[config.mk]
export PLATFORM = sky130hd
export DESIGN_NAME = iso_rx_evt_bank
export DESIGN_NICKNAME = d
export VERILOG_FILES = /design/src/rtl/iso_evt_pkg.sv /design/src/rtl/iso_edge_det.sv /design/src/rtl/iso_sc_bank.sv /design/src/rtl/iso_reg_decode.sv /design/src/rtl/iso_rx_evt_bank.sv
export SDC_FILE = /design/constraint.sdc
export NUM_CORES = 1
export LEC_CHECK = 0
export BUFFER_PORTS_ARGS = -buffer_cell sky130_fd_sc_hd__buf_2
export CAP_MARGIN = 25
export CELL_PAD_IN_SITES_DETAIL_PLACEMENT = 0
export CELL_PAD_IN_SITES_GLOBAL_PLACEMENT = 1
export CORE_MARGIN = 2
export CORE_UTILIZATION = 25
export CTS_CLUSTER_SIZE = 10
export DETAILED_ROUTE_END_ITERATION = 8
export GPL_TIMING_DRIVEN = 0
export PLACE_DENSITY = 0.85
export SETUP_SLACK_MARGIN = 0.15
export SYNTH_ARGS = -nofsm -noshare
export SYNTH_HDL_FRONTEND = slang
export SYNTH_SLANG_ARGS = --single-unit
[constraint.sdc]
create_clock -name clk -period 1.5 [get_ports clk]
set_clock_uncertainty 0.15 [all_clocks]
set_input_delay 0.3 -clock clk [delete_from_list [all_inputs] [get_ports clk]]
set_output_delay 0.3 -clock clk [all_outputs]
set_load 0.01 [all_outputs]
[src/rtl/iso_evt_pkg.sv]
package iso_evt_pkg;

  localparam int unsigned REG_DATA_W = 32;
  localparam int unsigned REG_ADDR_W = 8;

  localparam logic [REG_ADDR_W-1:0] OFS_EVT_SET = 8'hA0;
  localparam logic [REG_ADDR_W-1:0] OFS_EVT_CLR = 8'hA4;
  localparam logic [REG_ADDR_W-1:0] OFS_MSK_SET = 8'hA8;
  localparam logic [REG_ADDR_W-1:0] OFS_MSK_CLR = 8'hAC;

  typedef struct packed {
    logic evt_set;
    logic evt_clr;
    logic msk_set;
    logic msk_clr;
  } wr_strb_t;

  typedef enum logic [1:0] {
    RD_NONE,
    RD_EVT_RAW,
    RD_EVT_MASKED,
    RD_MASK
  } rd_src_e;

endpackage

[src/rtl/iso_edge_det.sv]
module iso_edge_det #(
  parameter int unsigned LANES = 4
) (
  input  logic             clk,
  input  logic             rst,
  input  logic [LANES-1:0] lvl,
  output logic [LANES-1:0] rise
);

  for (genvar g = 0; g < LANES; g++) begin : g_lane
    logic lvl_d;

    always_ff @(posedge clk) begin
      if (rst) lvl_d <= 1'b0;
      else     lvl_d <= lvl[g];
    end

    assign rise[g] = lvl[g] & ~lvl_d;
  end

endmodule

[src/rtl/iso_sc_bank.sv]
module iso_sc_bank #(
  parameter int unsigned LANES = 4
) (
  input  logic             clk,
  input  logic             rst,
  input  logic [LANES-1:0] hw_set,
  input  logic             set_en,
  input  logic             clr_en,
  input  logic [LANES-1:0] wbits,
  output logic [LANES-1:0] q
);

  for (genvar g = 0; g < LANES; g++) begin : g_bit
    logic bit_q;
    logic do_set;
    logic do_clr;

    assign do_set = hw_set[g] | (set_en & wbits[g]);
    assign do_clr = clr_en & wbits[g];

    // setting sources take priority over clearing
    always_ff @(posedge clk) begin
      if (rst)         bit_q <= 1'b0;
      else if (do_set) bit_q <= 1'b1;
      else if (do_clr) bit_q <= 1'b0;
    end

    assign q[g] = bit_q;
  end

endmodule

[src/rtl/iso_reg_decode.sv]
module iso_reg_decode
  import iso_evt_pkg::*;
#(
  parameter int unsigned LANES  = 4,
  parameter int unsigned DATA_W = REG_DATA_W,
  parameter int unsigned ADDR_W = REG_ADDR_W,
  parameter logic [ADDR_W-1:0] EVT_SET_OFS = ADDR_W'(OFS_EVT_SET),
  parameter logic [ADDR_W-1:0] EVT_CLR_OFS = ADDR_W'(OFS_EVT_CLR),
  parameter logic [ADDR_W-1:0] MSK_SET_OFS = ADDR_W'(OFS_MSK_SET),
  parameter logic [ADDR_W-1:0] MSK_CLR_OFS = ADDR_W'(OFS_MSK_CLR)
) (
  input  logic              clk,
  input  logic              rst,
  input  logic              bus_wr,
  input  logic              bus_rd,
  input  logic [ADDR_W-1:0] bus_addr,
  input  logic [DATA_W-1:0] bus_wdata,
  input  logic [LANES-1:0]  evt,
  input  logic [LANES-1:0]  msk,
  output wr_strb_t          strb,
  output logic [LANES-1:0]  wbits,
  output logic [DATA_W-1:0] rdata
);

  localparam int unsigned PAD_W = DATA_W - LANES;

  rd_src_e          rd_src;
  logic [LANES-1:0] rd_lanes;
  logic             unused_hi;

  assign wbits     = bus_wdata[LANES-1:0];
  assign unused_hi = ^bus_wdata[DATA_W-1:LANES];

  always_comb begin
    strb   = '0;
    rd_src = RD_NONE;
    if (bus_addr == EVT_SET_OFS) begin
      strb.evt_set = bus_wr;
      rd_src       = RD_EVT_RAW;
    end else if (bus_addr == EVT_CLR_OFS) begin
      strb.evt_clr = bus_wr;
      rd_src       = RD_EVT_MASKED;
    end else if (bus_addr == MSK_SET_OFS) begin
      strb.msk_set = bus_wr;
      rd_src       = RD_MASK;
    end else if (bus_addr == MSK_CLR_OFS) begin
      strb.msk_clr = bus_wr;
      rd_src       = RD_MASK;
    end
  end

  always_comb begin
    case (rd_src)
      RD_EVT_RAW:    rd_lanes = evt;
      RD_EVT_MASKED: rd_lanes = evt & msk;
      RD_MASK:       rd_lanes = msk;
      default:       rd_lanes = '0;
    endcase
  end

  always_ff @(posedge clk) begin
    if (rst)         rdata <= '0;
    else if (bus_rd) rdata <= {{PAD_W{1'b0}}, rd_lanes};
    else             rdata <= '0;
  end

endmodule

[src/rtl/iso_rx_evt_bank.sv]
module iso_rx_evt_bank
  import iso_evt_pkg::*;
#(
  parameter int unsigned LANES  = 4,
  parameter int unsigned DATA_W = REG_DATA_W,
  parameter int unsigned ADDR_W = REG_ADDR_W,
  parameter logic [ADDR_W-1:0] EVT_SET_OFS = ADDR_W'(OFS_EVT_SET),
  parameter logic [ADDR_W-1:0] EVT_CLR_OFS = ADDR_W'(OFS_EVT_CLR),
  parameter logic [ADDR_W-1:0] MSK_SET_OFS = ADDR_W'(OFS_MSK_SET),
  parameter logic [ADDR_W-1:0] MSK_CLR_OFS = ADDR_W'(OFS_MSK_CLR)
) (
  input  logic              clk,
  input  logic              rst,
  input  logic [LANES-1:0]  irq_in,
  input  logic              bus_wr,
  input  logic              bus_rd,
  input  logic [ADDR_W-1:0] bus_addr,
  input  logic [DATA_W-1:0] bus_wdata,
  output logic [DATA_W-1:0] bus_rdata,
  output logic              evt_summary
);

  wr_strb_t         strb;
  logic [LANES-1:0] wbits;
  logic [LANES-1:0] irq_rise;
  logic [LANES-1:0] evt_q;
  logic [LANES-1:0] msk_q;

  iso_edge_det #(.LANES(LANES)) u_edge (
    .clk  (clk),
    .rst  (rst),
    .lvl  (irq_in),
    .rise (irq_rise)
  );

  iso_reg_decode #(
    .LANES(LANES), .DATA_W(DATA_W), .ADDR_W(ADDR_W),
    .EVT_SET_OFS(EVT_SET_OFS), .EVT_CLR_OFS(EVT_CLR_OFS),
    .MSK_SET_OFS(MSK_SET_OFS), .MSK_CLR_OFS(MSK_CLR_OFS)
  ) u_dec (
    .clk       (clk),
    .rst       (rst),
    .bus_wr    (bus_wr),
    .bus_rd    (bus_rd),
    .bus_addr  (bus_addr),
    .bus_wdata (bus_wdata),
    .evt       (evt_q),
    .msk       (msk_q),
    .strb      (strb),
    .wbits     (wbits),
    .rdata     (bus_rdata)
  );

  iso_sc_bank #(.LANES(LANES)) u_evt (
    .clk    (clk),
    .rst    (rst),
    .hw_set (irq_rise),
    .set_en (strb.evt_set),
    .clr_en (strb.evt_clr),
    .wbits  (wbits),
    .q      (evt_q)
  );

  iso_sc_bank #(.LANES(LANES)) u_msk (
    .clk    (clk),
    .rst    (rst),
    .hw_set ('0),
    .set_en (strb.msk_set),
    .clr_en (strb.msk_clr),
    .wbits  (wbits),
    .q      (msk_q)
  );

  always_ff @(posedge clk) begin
    if (rst) evt_summary <= 1'b0;
    else     evt_summary <= |(evt_q & msk_q);
  end

endmodule

* After elaboration in Yosys (flattened, before gate mapping) *
Cells that the tools add are included.

operators by class
  eq/ne operators = 7
  mux-type cells = 28
  bitwise logic cells = 30
  reductions and logical operators = 10

operator list
  cell                  number
  $eq A8 B8 Y1 const B  4
  $mux W1               21
  $and A1 B1 Y1         20
  $reduce_bool A2 Y1    8
  $pmux W4 S3           1
  $mux W2               5
  $not A1 Y1            5
  $and A4 B4 Y4         1
  $eq A2 B2 Y1 const B  2
  $or A1 B1 Y1          4
  $reduce_or A4 Y1      1
  $mux W3               1
  $eq A2 B1 Y1 const B  1
  $reduce_or A2 Y1      1

storage, ports and cells
  register bits = 45
  input port bits = 48
  output and inout bits = 33
  word-level logic and storage cells = 90

* Depth between registers and ports, before layout *
Gate-level depths: netlist of run 1.

  depth in word-level cells = 8
  gate-level depth with buffers = 4
  depth with buffers taken out = 3

* Modules after synthesis *
Synthesis of run 1 repeated with hierarchy kept, for this count alone.

unflattened totals
  cell total of the unflattened synthesis = 118
  area, all modules = 1101.1 um2

modules (own cells, without submodules)
  module           instances  cells each  area an instance (um2)  sequential area each (um2)
  iso_reg_decode   1          61          536.8                   80.1
  iso_sc_bank      2          20          190.2                   80.1
  iso_edge_det     1          12          140.1                   80.1
  iso_rx_evt_bank  1          5           43.8                    20.0

* Least setup slack after synthesis of run 1 *
No wires, ideal clock.

  path type = in2reg
  start point = input port bus_addr[1]
  end point = register u_evt.g_bit[2].bit_q
  setup time = 0.132 ns
  arrival time = 1.088 ns
  data required time = 1.218 ns
  slack = 0.130 ns
  stages on the path = 3
  buffers on the path = 0
  path through = or3b_4 -> o41ai_1 -> a31oi_1

on the way
  cells in the longest elaborated chain, start to end = 5
  elaborated cells between the ends (all ways) = 10
  those cells by class = 2 x eq/ne; 4 x mux; 3 x bitwise; 1 x reduce/logical

RTL lines
  item                                                  line                                        source
  from (decl)                                           iso_rx_evt_bank.sv:17                       input logic [ADDR_W-1:0] bus_addr,
  $eq A8 B8 Y1 (on tied branches)                       iso_reg_decode.sv:37, iso_reg_decode.sv:40
  $mux W1 (on tied branches)                            iso_reg_decode.sv:37, iso_reg_decode.sv:40
  $and A1 B1 Y1 / $mux W3 (equally long branches)       iso_sc_bank.sv:18, iso_reg_decode.sv:37
  $or A1 B1 Y1 / $and A1 B1 Y1 (equally long branches)  iso_sc_bank.sv:18, iso_sc_bank.sv:19
  $mux W1 / $reduce_bool A2 Y1 (equally long branches)  n/a
  to (signal assigned)                                  iso_sc_bank.sv:23                           if (rst) bit_q <= 1'b0;
  to (signal assigned)                                  iso_sc_bank.sv:24                           else if (do_set) bit_q <= 1'b1;
  to (signal assigned)                                  iso_sc_bank.sv:25                           else if (do_clr) bit_q <= 1'b0;
  to (decl)                                             iso_sc_bank.sv:14                           logic bit_q;

Parallel ways exist; a longest one is shown, timed or not.
A chain may end at the register's enable or synchronous reset.

* Worst setup path in the final report of run 1 *
Ends and elaborated chain as after synthesis.

==> results.sh, run 1 <==
export IMPL_status="finished, final reports clean"
export IMPL_rsz_0062_raised_after_global_routing="yes"
export IMPL_clkLatencyLatePin_ns=0.25
export IMPL_fp_coreArea_um2=3690
export IMPL_timing_worst_slew_pin_value_ns=0.541
export IMPL_wl_per_cell_um=8.91
export IMPL_drc=0
export IMPL_maxSlewHeadroom_pct=63.8
export IMPL_cts_max_level=1
export IMPL_critical_path_peak_fanout=4
export IMPL_cts_max_path_buffers=2
export IMPL_cts_post_setup_buffers_inserted=0
export IMPL_grt_ovfl_total=0
export IMPL_yosys_warnings=0
export IMPL_syn_mean_instance_area_um2=9.65
export IMPL_antenna_cells_inserted=0
export IMPL_dpl_hpwl_um=1470
export IMPL_power_share_combinational_pct=18.2
export IMPL_synth_ff_latch_count=17
export IMPL_rr_worst_depth=2
export IMPL_crit_arrival_ns=1.33
export IMPL_timing_critical_path_from="bus_addr[1]"
export IMPL_core_rowCount=22
export IMPL_grt_antenna_before_repair=0
export IMPL_path_cells="buf_2, or3b_4, o41ai_1, a31oi_1"
export IMPL_post_cts_gate_resize_count=0
export IMPL_worst_hold_slack_ns=0.118
export IMPL_min_period_ns=1.35
export IMPL_cts_tree="yes"
export IMPL_pin_count_of_the_biggest_net_entering_global_routing=11
export IMPL_post_layout_nonfiller_instances=203
export IMPL_placedCellCount=199
export IMPL_seq_power_share_pct=47.7
export IMPL_synth_top_area_share_pct=35.3
export IMPL_p_per_area_nw_per_um2=766
export IMPL_final_max_slew_violation_count=0
export IMPL_internal_power_mw=0.747
export IMPL_final_setup_viol_count=0
export IMPL_grtUsageTotal_pct=8.94
export IMPL_finish_instance_area_um2=1300
export IMPL_io_buffers=24
export IMPL_number_of_global_route_vias_before_repair=692
export IMPL_drv_max_cap_violation_count=0
export IMPL_fmax_mhz=738
export IMPL_fp_dieH_um=66.1
export IMPL_ys_seq_area_share_pct=35.3
export IMPL_floorplan_die_area_um2=4370
export IMPL_p_switching_mw=0.247
export IMPL_worst_hold_path_type="in2reg"
export IMPL_critical_path_top_delay_family="compound AO/OA/AOI/OAI gates"
export IMPL_dieWidth_um=66.1
export IMPL_critical_path_max_stage_delay_ns=0.42
export IMPL_design_portCount=81
export IMPL_final_hold_violating_endpoints=0
export IMPL_worstSetupEndpoint="u_evt.g_bit[2].bit_q$_SDFFE_PP0P_"
export IMPL_timing_reg2reg_setup_slack_ns=0.61
export IMPL_levels_on_crit_path=4
export IMPL_timing_critical_path_slowest_stage_cell="sky130_fd_sc_hd__or3b_4"
export IMPL_placement_cell_area_um2=1250
export IMPL_start_util_pct=26.2
export IMPL_routed_wl_um=1810
export IMPL_num_fill_cells=405
export IMPL_yosysTopAreaCell="sky130_fd_sc_hd__dfxtp_1"
export IMPL_drive_above_1_share_pct=43.2
export IMPL_final_ant_viol_nets=0
export IMPL_drt_pass1_iter_count=4
export IMPL_yosysUniqueCellTypes=22
export IMPL_critPathRequiredTime_ns=1.48
export IMPL_worst_path_buf_inv=1
export IMPL_tcrit_tclk_final_pct=90.3
export IMPL_crit_type="in2reg"
export IMPL_fin_nets=204
export IMPL_r2r_end="evt_summary$_SDFF_PP0_"
export IMPL_syn2layout_area_growth_pct=34.6
export IMPL_syn_cell_area_um2=965
export IMPL_via_per_inst=3.75
export IMPL_cts_root_cell="sky130_fd_sc_hd__clkbuf_8"
export IMPL_gpl_final_weighted_congestion=0.756
export IMPL_power_share_clock_pct=34.1
export IMPL_grt_pass1_wl_um=2970
export IMPL_final_util_pct=35.2
export IMPL_numCtsBuffers=3
export IMPL_clk_pin_slew_worst_paths_ns=0.06
export IMPL_dr_total_vias=762
export IMPL_worstReg2RegStart="u_msk.g_bit[3].bit_q$_SDFFE_PP0P_"
export IMPL_start_kind="input port"
export IMPL_first_iter_violations=42
export IMPL_top_post_synthesis_cells_by_area="sky130_fd_sc_hd__dfxtp_1, sky130_fd_sc_hd__buf_4, sky130_fd_sc_hd__nand2b_1"
export IMPL_cellLeakagePower_nw=0.653
export IMPL_cts_hold_fix_buffers=0
export IMPL_end_kind="flop"
export IMPL_syn_instance_count=100
export IMPL_power_ir_vdd_worst_uv=314
export IMPL_power_switching_share_pct=24.9
export IMPL_clock_sinks=17
-- flip-flops by register name, summed over array words and instances (netlist names) --
register,count
u_dec.rdata,4
u_edge.g_lane.lvl_d,4
u_evt.g_bit.bit_q,4
evt_summary,1
u_msk.g_bit.bit_q,4
-- cells in the mapped netlist (all sizes together) --
cell type and number:
buf 29, dfxtp 17, nand2b 9, nand4 8, a31oi 4, mux2i 4
nand2 4, nor2b 4, o221a 4, o41ai 4, a22oi 2, clkbuf 2
a21oi 1, and4bb 1, conb 1, nand4bb 1, nor2 1, nor3b 1
nor4 1, or2 1, or3b 1
-- cells by family (layout without fill, tap and decap cells) --
group | Yosys count | in the layout | share of synthesized area (%)
muxes | 4 | 4 | 4.15
DFF | 17 | 17 | 35.3
other | 1 | 28 | 0.389
and+or+nand+nor | 32 | 32 | 24.1
AOI/OAI and AO/OA | 15 | 15 | 13.0
buffers and inverters | 31 | 59 | 23.1
-- per-layer routing --
metal  global-route usage (%)  up-vias  part of all wire (%)
li1                         -      415                     -
met1                     9.40      316                    40
met2                     16.0       29                    50
met3                     4.09        2                   9.5
met4                     2.30        0                  0.55
met5                        0        -                     0
-- worst min-delay path by stage --
stage	from	endpoint	slack, ns	cells after the start
floorplan	irq_in[0]	u_edge.g_lane[0].lvl_d$_SDFF_PP0_	0.28	1
global placement	u_msk.g_bit[1].bit_q$_SDFFE_PP0P_	u_msk.g_bit[1].bit_q$_SDFFE_PP0P_	0.33	2
detailed placement	u_msk.g_bit[2].bit_q$_SDFFE_PP0P_	u_msk.g_bit[2].bit_q$_SDFFE_PP0P_	0.34	2
CTS	irq_in[2]	u_edge.g_lane[2].lvl_d$_SDFF_PP0_	0.12	2
global route	irq_in[0]	u_edge.g_lane[0].lvl_d$_SDFF_PP0_	0.13	2
finish	irq_in[2]	u_edge.g_lane[2].lvl_d$_SDFF_PP0_	0.12	2
-- area by class of cell --
class / instances / area [um2] / area share [%]
Clock buffer: 4 / 45.0 / 3.47
Multi-Input combinational cell: 79 / 510 / 39.3
Sequential cell: 17 / 340 / 26.2
Tap cell: 48 / 60.1 / 4.62
Buffer: 31 / 223 / 17.1
Timing Repair Buffer: 24 / 120 / 9.25
-- power groups by stage --
| stage | Sequential (mW) | Clock (mW) | Combinational, mW |
|---|---|---|---|
| after floorplan | 0.481 | 0 | 0.131 |
| after global placement | 0.483 | 0 | 0.176 |
| after detailed placement | 0.484 | 0 | 0.178 |
| after CTS | 0.473 | 0.348 | 0.178 |
| after global routing | 0.475 | 0.370 | 0.201 |
| final | 0.474 | 0.339 | 0.181 |
-- worst register-to-register path, delay by kind of cell (launching register included) --
| family | cells | cell delay (ns) |
|---|---|---|
| compound gates | 2 | 0.29 |
| flops | 1 | 0.32 |
-- cell usage in the layout (no fill, tap or decap), types with 2 or more instances in the layout --
cell                       count
sky130_fd_sc_hd__a22oi_1       2
sky130_fd_sc_hd__a31oi_1       4
sky130_fd_sc_hd__buf_2        25
sky130_fd_sc_hd__buf_4        28
sky130_fd_sc_hd__clkbuf_1      3
sky130_fd_sc_hd__clkbuf_8      3
sky130_fd_sc_hd__conb_1       28
sky130_fd_sc_hd__dfxtp_1      17
sky130_fd_sc_hd__mux2i_1       4
sky130_fd_sc_hd__nand2_1       4
sky130_fd_sc_hd__nand2b_1      9
sky130_fd_sc_hd__nand4_1       8
sky130_fd_sc_hd__nor2b_1       4
sky130_fd_sc_hd__o221a_2       4
sky130_fd_sc_hd__o41ai_1       3
-- stage by stage --
| step | setup TNS [ns] | total power [mW] | worst slack (ns) |
|---|---|---|---|
| after floorplan | 0 | 0.612 | 0.130 |
| after global placement | -0.585 | 0.660 | -0.0903 |
| after detailed placement | -0.595 | 0.661 | -0.111 |
| after CTS | 0 | 0.999 | 0.156 |
| after global routing | 0 | 1.05 | 0.0811 |
| final | 0 | 0.995 | 0.145 |
Note: power is estimated with default switching activity, not from simulation.
==> run 2: changes to the inputs <==
CORE_ASPECT_RATIO = 0.6   (was not set)
PLACE_DENSITY = 0.81   (was 0.85)
SYNTH_HIERARCHICAL = 1   (was not set)
==> run 2 against run 1 <==
Compared with the run above: the flow now finishes with violations (setup timing); critical path depth is 2 higher; global-route usage is 0.44 points higher; via count is 7.5% higher; clock power is 2% higher; sequential power is 3% higher; final area is 19% higher.
==> results.sh, run 2 <==
export IMPL_drc=0
export IMPL_critical_path_peak_fanout=6
export IMPL_core_rowCount=18
export IMPL_final_hold_violating_endpoints=0
export IMPL_via_per_inst=3.49
export IMPL_dr_total_vias=819
export IMPL_tcrit_tclk_final_pct=114
export IMPL_syn_instance_count=118
export IMPL_floorplan_die_area_um2=4970
export IMPL_drv_max_cap_violation_count=0
export IMPL_pin_count_of_the_biggest_net_entering_global_routing=15
export IMPL_grt_antenna_before_repair=0
export IMPL_cts_hold_fix_buffers=0
export IMPL_clk_pin_slew_worst_paths_ns=0.07
export IMPL_first_iter_violations=37
export IMPL_dpl_hpwl_um=1740
export IMPL_power_share_combinational_pct=23.7
export IMPL_status="finished, violations left"
export IMPL_p_per_area_nw_per_um2=707
export IMPL_rsz_0062_raised_after_global_routing="yes"
export IMPL_yosys_warnings=6
export IMPL_ys_seq_area_share_pct=30.9
export IMPL_final_setup_viol_count=9
export IMPL_critPathRequiredTime_ns=1.48
export IMPL_final_common_cell="sky130_fd_sc_hd__buf_4"
export IMPL_synthTopCellsByCount="sky130_fd_sc_hd__buf_4, sky130_fd_sc_hd__a21oi_1, sky130_fd_sc_hd__dfxtp_1"
export IMPL_total_power_mw=1.09
export IMPL_design_portCount=81
export IMPL_grt_pass1_wl_um=3540
export IMPL_fin_nets=224
export IMPL_hold_start="irq_in[0]"
export IMPL_cts_tree="yes"
export IMPL_number_of_global_route_vias_before_repair=737
export IMPL_internal_power_mw=0.803
export IMPL_crit_arrival_ns=1.68
export IMPL_cts_max_path_buffers=2
export IMPL_start_util_pct=26.4
export IMPL_top_post_synthesis_cells_by_area="sky130_fd_sc_hd__dfxtp_1, sky130_fd_sc_hd__buf_4, sky130_fd_sc_hd__a21oi_1"
export IMPL_dr_wl_met3_um=139
export IMPL_yosysUniqueCellTypes=23
export IMPL_worst_hold_slack_ns=0.122
export IMPL_synth_top_area_share_pct=30.9
export IMPL_min_period_ns=1.70
export IMPL_numCtsBuffers=3
export IMPL_end_kind="flop"
export IMPL_drive_above_1_share_pct=47.4
export IMPL_grt_ovfl_total=0
export IMPL_fmax_mhz=587
export IMPL_crit_type="in2reg"
export IMPL_timing_critical_path_from="bus_addr[0]"
export IMPL_yosys_most_used_dff="sky130_fd_sc_hd__dfxtp_1"
export IMPL_power_share_clock_pct=31.6
export IMPL_dieWidth_um=89.7
export IMPL_setup_slack_ns=-0.204
export IMPL_syn_mean_instance_area_um2=9.33
export IMPL_io_buffers=19
export IMPL_fp_coreArea_um2=4170
export IMPL_start_kind="input port"
export IMPL_failed_checks="setup timing"
export IMPL_place_worst_setup_slack_ns=-0.625
export IMPL_top_layer="met3"
export IMPL_postSynth_asyncResetShare_pct=0
export IMPL_clock_sinks=17
export IMPL_cellLeakagePower_nw=0.759
export IMPL_final_ant_viol_nets=0
export IMPL_worst_hold_path_type="in2reg"
export IMPL_gpl_final_weighted_congestion=0.742
export IMPL_drt_pass1_iter_count=2
export IMPL_power_ir_vdd_worst_uv=254
export IMPL_synth_ff_latch_count=17
export IMPL_fp_dieH_um=55.4
export IMPL_cts_max_level=1
export IMPL_timing_reg2reg_setup_slack_ns=0.45
export IMPL_antenna_cells_inserted=0
export IMPL_drt_met1_wl_um=1110
export IMPL_synth_most_common_cell="sky130_fd_sc_hd__buf_4"
export IMPL_yosysTopAreaCell="sky130_fd_sc_hd__dfxtp_1"
export IMPL_syn_cell_area_um2=1100
export IMPL_p_switching_mw=0.287
export IMPL_routed_wl_um=2160
export IMPL_power_switching_share_pct=26.3
export IMPL_syn2layout_area_growth_pct=40.0
export IMPL_worstReg2RegStart="u_msk/g_bit[2].bit_q$_SDFFE_PP0P_"
export IMPL_seq_power_share_pct=44.6
export IMPL_synth_edff_count=0
export IMPL_wl_per_cell_um=9.19
export IMPL_mostFrequentLayoutCells="sky130_fd_sc_hd__buf_4, sky130_fd_sc_hd__conb_1, sky130_fd_sc_hd__buf_2"
export IMPL_clkLatencyLatePin_ns=0.25
export IMPL_final_max_slew_violation_count=0
export IMPL_cts_root_cell="sky130_fd_sc_hd__clkbuf_8"
export IMPL_grtUsageTotal_pct=9.38
export IMPL_met2_wirelength_um=908
run 2: cell types whose count changed after synthesis, sizes merged, moves of 4 or more:
| cell | change |
|---|---|
| mux2i | -4 |
| o41ai | -4 |
| a21oi | +16 |
| a2111oi | +4 |
| o221a | -4 |
| nand2b | -9 |
| buf | +13 |
| a21bo | +8 |
| inv | +5 |
| nand4 | -8 |
| nor2b | +4 |
| a31oi | -4 |
run 2: final timing paths:
kind	to	cells past startpoint
max	u_msk/g_bit[3].bit_q$_SDFFE_PP0P_	6
min	u_edge/g_lane[0].lvl_d$_SDFF_PP0_	2
max reg2reg	evt_summary$_SDFF_PP0_	3
min reg2reg	u_evt/g_bit[3].bit_q$_SDFFE_PP0P_	2
run 2: what timing repair did:
item / in CTS / in global routing
setup buffers: 3 / 1
endpoints found under the setup margin: 10 / 12
resized for setup: 10 / 1
pin swaps: 8 / 5
hold endpoints to repair: 0 / 0
run 2: logic make-up (layout without fill, tap and decap cells):
group | Yosys count | count (layout) | share of synthesized area [%]
compound gates | 31 | 31 | 23.0
buf+inv | 47 | 74 | 30.5
flops | 17 | 17 | 30.9
other cells | 2 | 32 | 0.682
simple gates | 21 | 21 | 15.0
run 2: power groups by stage:
stage               clock, mW  sequential, mW  combinational [mW]
floorplan                   0           0.495               0.194
global placement            0           0.496               0.234
detailed placement          0           0.496               0.236
CTS                     0.359           0.486               0.256
global route            0.384           0.489               0.284
finish                  0.345           0.486               0.258
run 2: area by class of cell:
class / instances / area (um2)
multi-input cells: 84 / 598
fillers: 458 / 2630
flip-flops and latches: 17 / 340
well taps: 60 / 75.1
clock buffers: 4 / 45.0
repair buffers: 23 / 139
inverters: 5 / 18.8
plain buffers: 42 / 325
run 2: through the flow:
step,area (um2),TNS (ns),util (%),instances
floorplan,1220,-1.80,-,148
global placement,1390,-5.12,33.3,227
detailed placement,1390,-5.13,33.3,227
CTS,1530,-1.57,36.7,234
global route,1540,-2.12,37.0,235
finish,1540,-1.61,37.0,235
run 2: layer usage:
metal | global-route usage, % | vias up
li1 | - | 446
met1 | 13.8 | 358
met2 | 12.6 | 15
met3 | 4.33 | 0
met4 | 1.28 | 0
met5 | 0 | -
run 2: worst max-delay path: stages:
cell                      delay, ns
sky130_fd_sc_hd__buf_6         0.09
sky130_fd_sc_hd__or4b_4        0.54
sky130_fd_sc_hd__buf_12        0.16
sky130_fd_sc_hd__nor3_2        0.38
sky130_fd_sc_hd__a21bo_1       0.17
sky130_fd_sc_hd__a21oi_1       0.05
==> run 3: changes to the inputs <==
CELL_PAD_IN_SITES_DETAIL_PLACEMENT = not set   (was 0)
CELL_PAD_IN_SITES_GLOBAL_PLACEMENT = not set   (was 1)
CORE_MARGIN = 3   (was 2)
PLACE_DENSITY = 0.62   (was 0.81)
==> run 3 against run 2 <==
Compared with the run above: the flow still finishes with violations (setup timing); highest routed layer unchanged; global-route usage down 0.59 points; non-clock buffer count increased by 1; count of clock-buffer cells in the layout stayed put; largest power group unchanged; critical path depth unchanged; sequential share of layout area fell by 0.30 points; via count is 1.5% higher; flip-flop and latch count stayed put; worst hold slack worse by 0.0024 ns; clock power decreased by 1%; first-iteration DRC count is 35% lower; core utilization grew 0.51 points; cell count is 0.43% higher.
==> results.sh, run 3 (same netlist as run 2, synthesis figures left out) <==
export IMPL_total_power_mw=1.09
export IMPL_power_share_clock_pct=31.2
export IMPL_clock_sinks=17
export IMPL_worstHoldEndpoint="u_edge/g_lane[3].lvl_d$_SDFF_PP0_"
export IMPL_io_buffers=19
export IMPL_grt_pass1_wl_um=3610
export IMPL_cts_max_level=1
export IMPL_syn2layout_area_growth_pct=41.9
export IMPL_r2r_end="evt_summary$_SDFF_PP0_"
export IMPL_grtUsageTotal_pct=8.79
export IMPL_timing_critical_path_slowest_stage_cell="sky130_fd_sc_hd__or4b_4"
export IMPL_clk_pin_slew_worst_paths_ns=0.07
export IMPL_crit_type="in2reg"
export IMPL_status="finished, violations left"
export IMPL_rr_worst_depth=3
export IMPL_mostFrequentLayoutCells="sky130_fd_sc_hd__buf_4, sky130_fd_sc_hd__conb_1, sky130_fd_sc_hd__buf_2"
export IMPL_dpl_hpwl_um=1780
export IMPL_design_portCount=81
export IMPL_final_max_slew_violation_count=0
export IMPL_fp_coreArea_um2=4170
export IMPL_critPathRequiredTime_ns=1.48
export IMPL_grt_antenna_before_repair=0
export IMPL_final_hold_violating_endpoints=0
export IMPL_worst_hold_path_type="in2reg"
export IMPL_antenna_cells_inserted=0
export IMPL_drv_max_cap_violation_count=0
export IMPL_p_switching_mw=0.287
export IMPL_failed_checks="setup timing"
export IMPL_timing_reg2reg_setup_slack_ns=0.41
export IMPL_clkLatencyLatePin_ns=0.25
export IMPL_hold_start="irq_in[3]"
export IMPL_pin_count_of_the_biggest_net_entering_global_routing=15
export IMPL_fin_nets=225
export IMPL_rsz_0062_raised_after_global_routing="yes"
export IMPL_wl_per_cell_um=9.53
export IMPL_num_fill_cells=434
export IMPL_first_iter_violations=24
export IMPL_cellLeakagePower_nw=0.777
export IMPL_dr_total_vias=831
export IMPL_min_period_ns=1.72
export IMPL_grt_ovfl_total=0
export IMPL_drive_above_1_share_pct=48.3
export IMPL_end_kind="flop"
export IMPL_number_of_global_route_vias_before_repair=747
export IMPL_drc=0
export IMPL_dieWidth_um=91.7
export IMPL_power_ir_vdd_worst_uv=306
export IMPL_setup_slack_ns=-0.223
export IMPL_cts_max_path_buffers=2
export IMPL_start_util_pct=26.4
export IMPL_fmax_mhz=580
export IMPL_gpl_final_weighted_congestion=0.733
export IMPL_power_switching_share_pct=26.3
export IMPL_p_per_area_nw_per_um2=698
export IMPL_internal_power_mw=0.804
export IMPL_critical_path_max_stage_delay_ns=0.54
export IMPL_timing_critical_path_from="bus_addr[0]"
export IMPL_cts_hold_fix_buffers=0
export IMPL_critical_path_peak_fanout=5
export IMPL_via_per_inst=3.52
export IMPL_worstReg2RegStart="u_evt/g_bit[0].bit_q$_SDFFE_PP0P_"
export IMPL_final_common_cell="sky130_fd_sc_hd__buf_4"
export IMPL_placedCellCount=227
export IMPL_final_ant_viol_nets=0
export IMPL_setup_tns_final_ns=-1.62
export IMPL_floorplan_die_area_um2=5260
export IMPL_post_layout_nonfiller_instances=236
export IMPL_crit_arrival_ns=1.71
export IMPL_min_delay_path_depth=2
export IMPL_path_cells="buf_6, or4b_4, buf_12, nor4b_4, a21bo_1, a21oi_2"
export IMPL_cts_tree="yes"
export IMPL_cts_root_cell="sky130_fd_sc_hd__clkbuf_8"
export IMPL_numCtsBuffers=3
export IMPL_tcrit_tclk_final_pct=115
export IMPL_routed_wl_um=2250
export IMPL_fp_dieH_um=57.4
export IMPL_seq_power_share_pct=44.6
export IMPL_final_setup_viol_count=12
export IMPL_start_kind="input port"
export IMPL_core_rowCount=18
export IMPL_power_share_combinational_pct=24.2
export IMPL_drt_pass1_iter_count=4
-- run 3: power groups by stage --
stage | Combinational [mW] | Sequential, mW | Clock [mW]
after floorplan | 0.194 | 0.495 | 0
after global placement | 0.234 | 0.496 | 0
after detailed placement | 0.236 | 0.497 | 0
after CTS | 0.254 | 0.486 | 0.353
after global routing | 0.291 | 0.488 | 0.376
final | 0.264 | 0.486 | 0.341
-- run 3: through the flow --
stage	util, %	hold slack (ns)	setup WS, ns	cell area (um2)
3_5_place_dp	33.3	0.379	-0.637	1390
3_3_place_gp	33.3	0.375	-0.600	1390
6_report	37.5	0.119	-0.223	1560
2_1_floorplan	-	0.219	-0.235	1220
5_1_grt	37.5	0.131	-0.257	1560
4_1_cts	36.8	0.115	-0.218	1530
-- run 3: how the worst max path moves through the flow --
stage                                   endpoint  slack [ns]  cells past startpoint
3_5_place_dp   u_evt/g_bit[0].bit_q$_SDFFE_PP0P_       -0.64                      6
3_3_place_gp   u_evt/g_bit[1].bit_q$_SDFFE_PP0P_       -0.60                      6
6_report       u_evt/g_bit[2].bit_q$_SDFFE_PP0P_       -0.22                      6
5_1_grt        u_evt/g_bit[2].bit_q$_SDFFE_PP0P_       -0.26                      6
4_1_cts        u_evt/g_bit[2].bit_q$_SDFFE_PP0P_       -0.22                      6
2_1_floorplan  u_evt/g_bit[1].bit_q$_SDFFE_PP0P_       -0.23                      5
-- run 3: routing by layer --
| metal | track usage, % | share of wire (%) | vias up |
|---|---|---|---|
| met5 | 0 | 0 | - |
| met4 | 1.93 | 0 | 0 |
| met3 | 3.95 | 6.3 | 0 |
| met2 | 12.5 | 43 | 20 |
| met1 | 12.2 | 51 | 366 |
| li1 | - | - | 445 |
-- run 3: worst max-delay path, delay by kind of cell --
family | cells | cell delay [ns]
AND/OR/NAND/NOR | 2 | 0.93
buffers and inverters | 2 | 0.25
AO/OA/AOI/OAI | 2 | 0.24
-- run 3: final cells by class --
cell class	instances	area [um2]	share of cell area, %
Inverter	5	18.8	1.20
Tap cell	60	75.1	4.80
Sequential cell	17	340	21.8
Clock buffer	4	45.0	2.88
Timing Repair Buffer	24	150	9.61
Buffer	42	325	20.8
Multi-Input combinational cell	84	608	38.9
-- run 3: timing repair --
| action | in CTS | in global routing |
|---|---|---|
| buffers inserted | 4 | 1 |
| setup endpoints to repair | 10 | 12 |
| gates cloned | 0 | 0 |
| resized for setup | 10 | 4 |
| pin swaps | 9 | 7 |
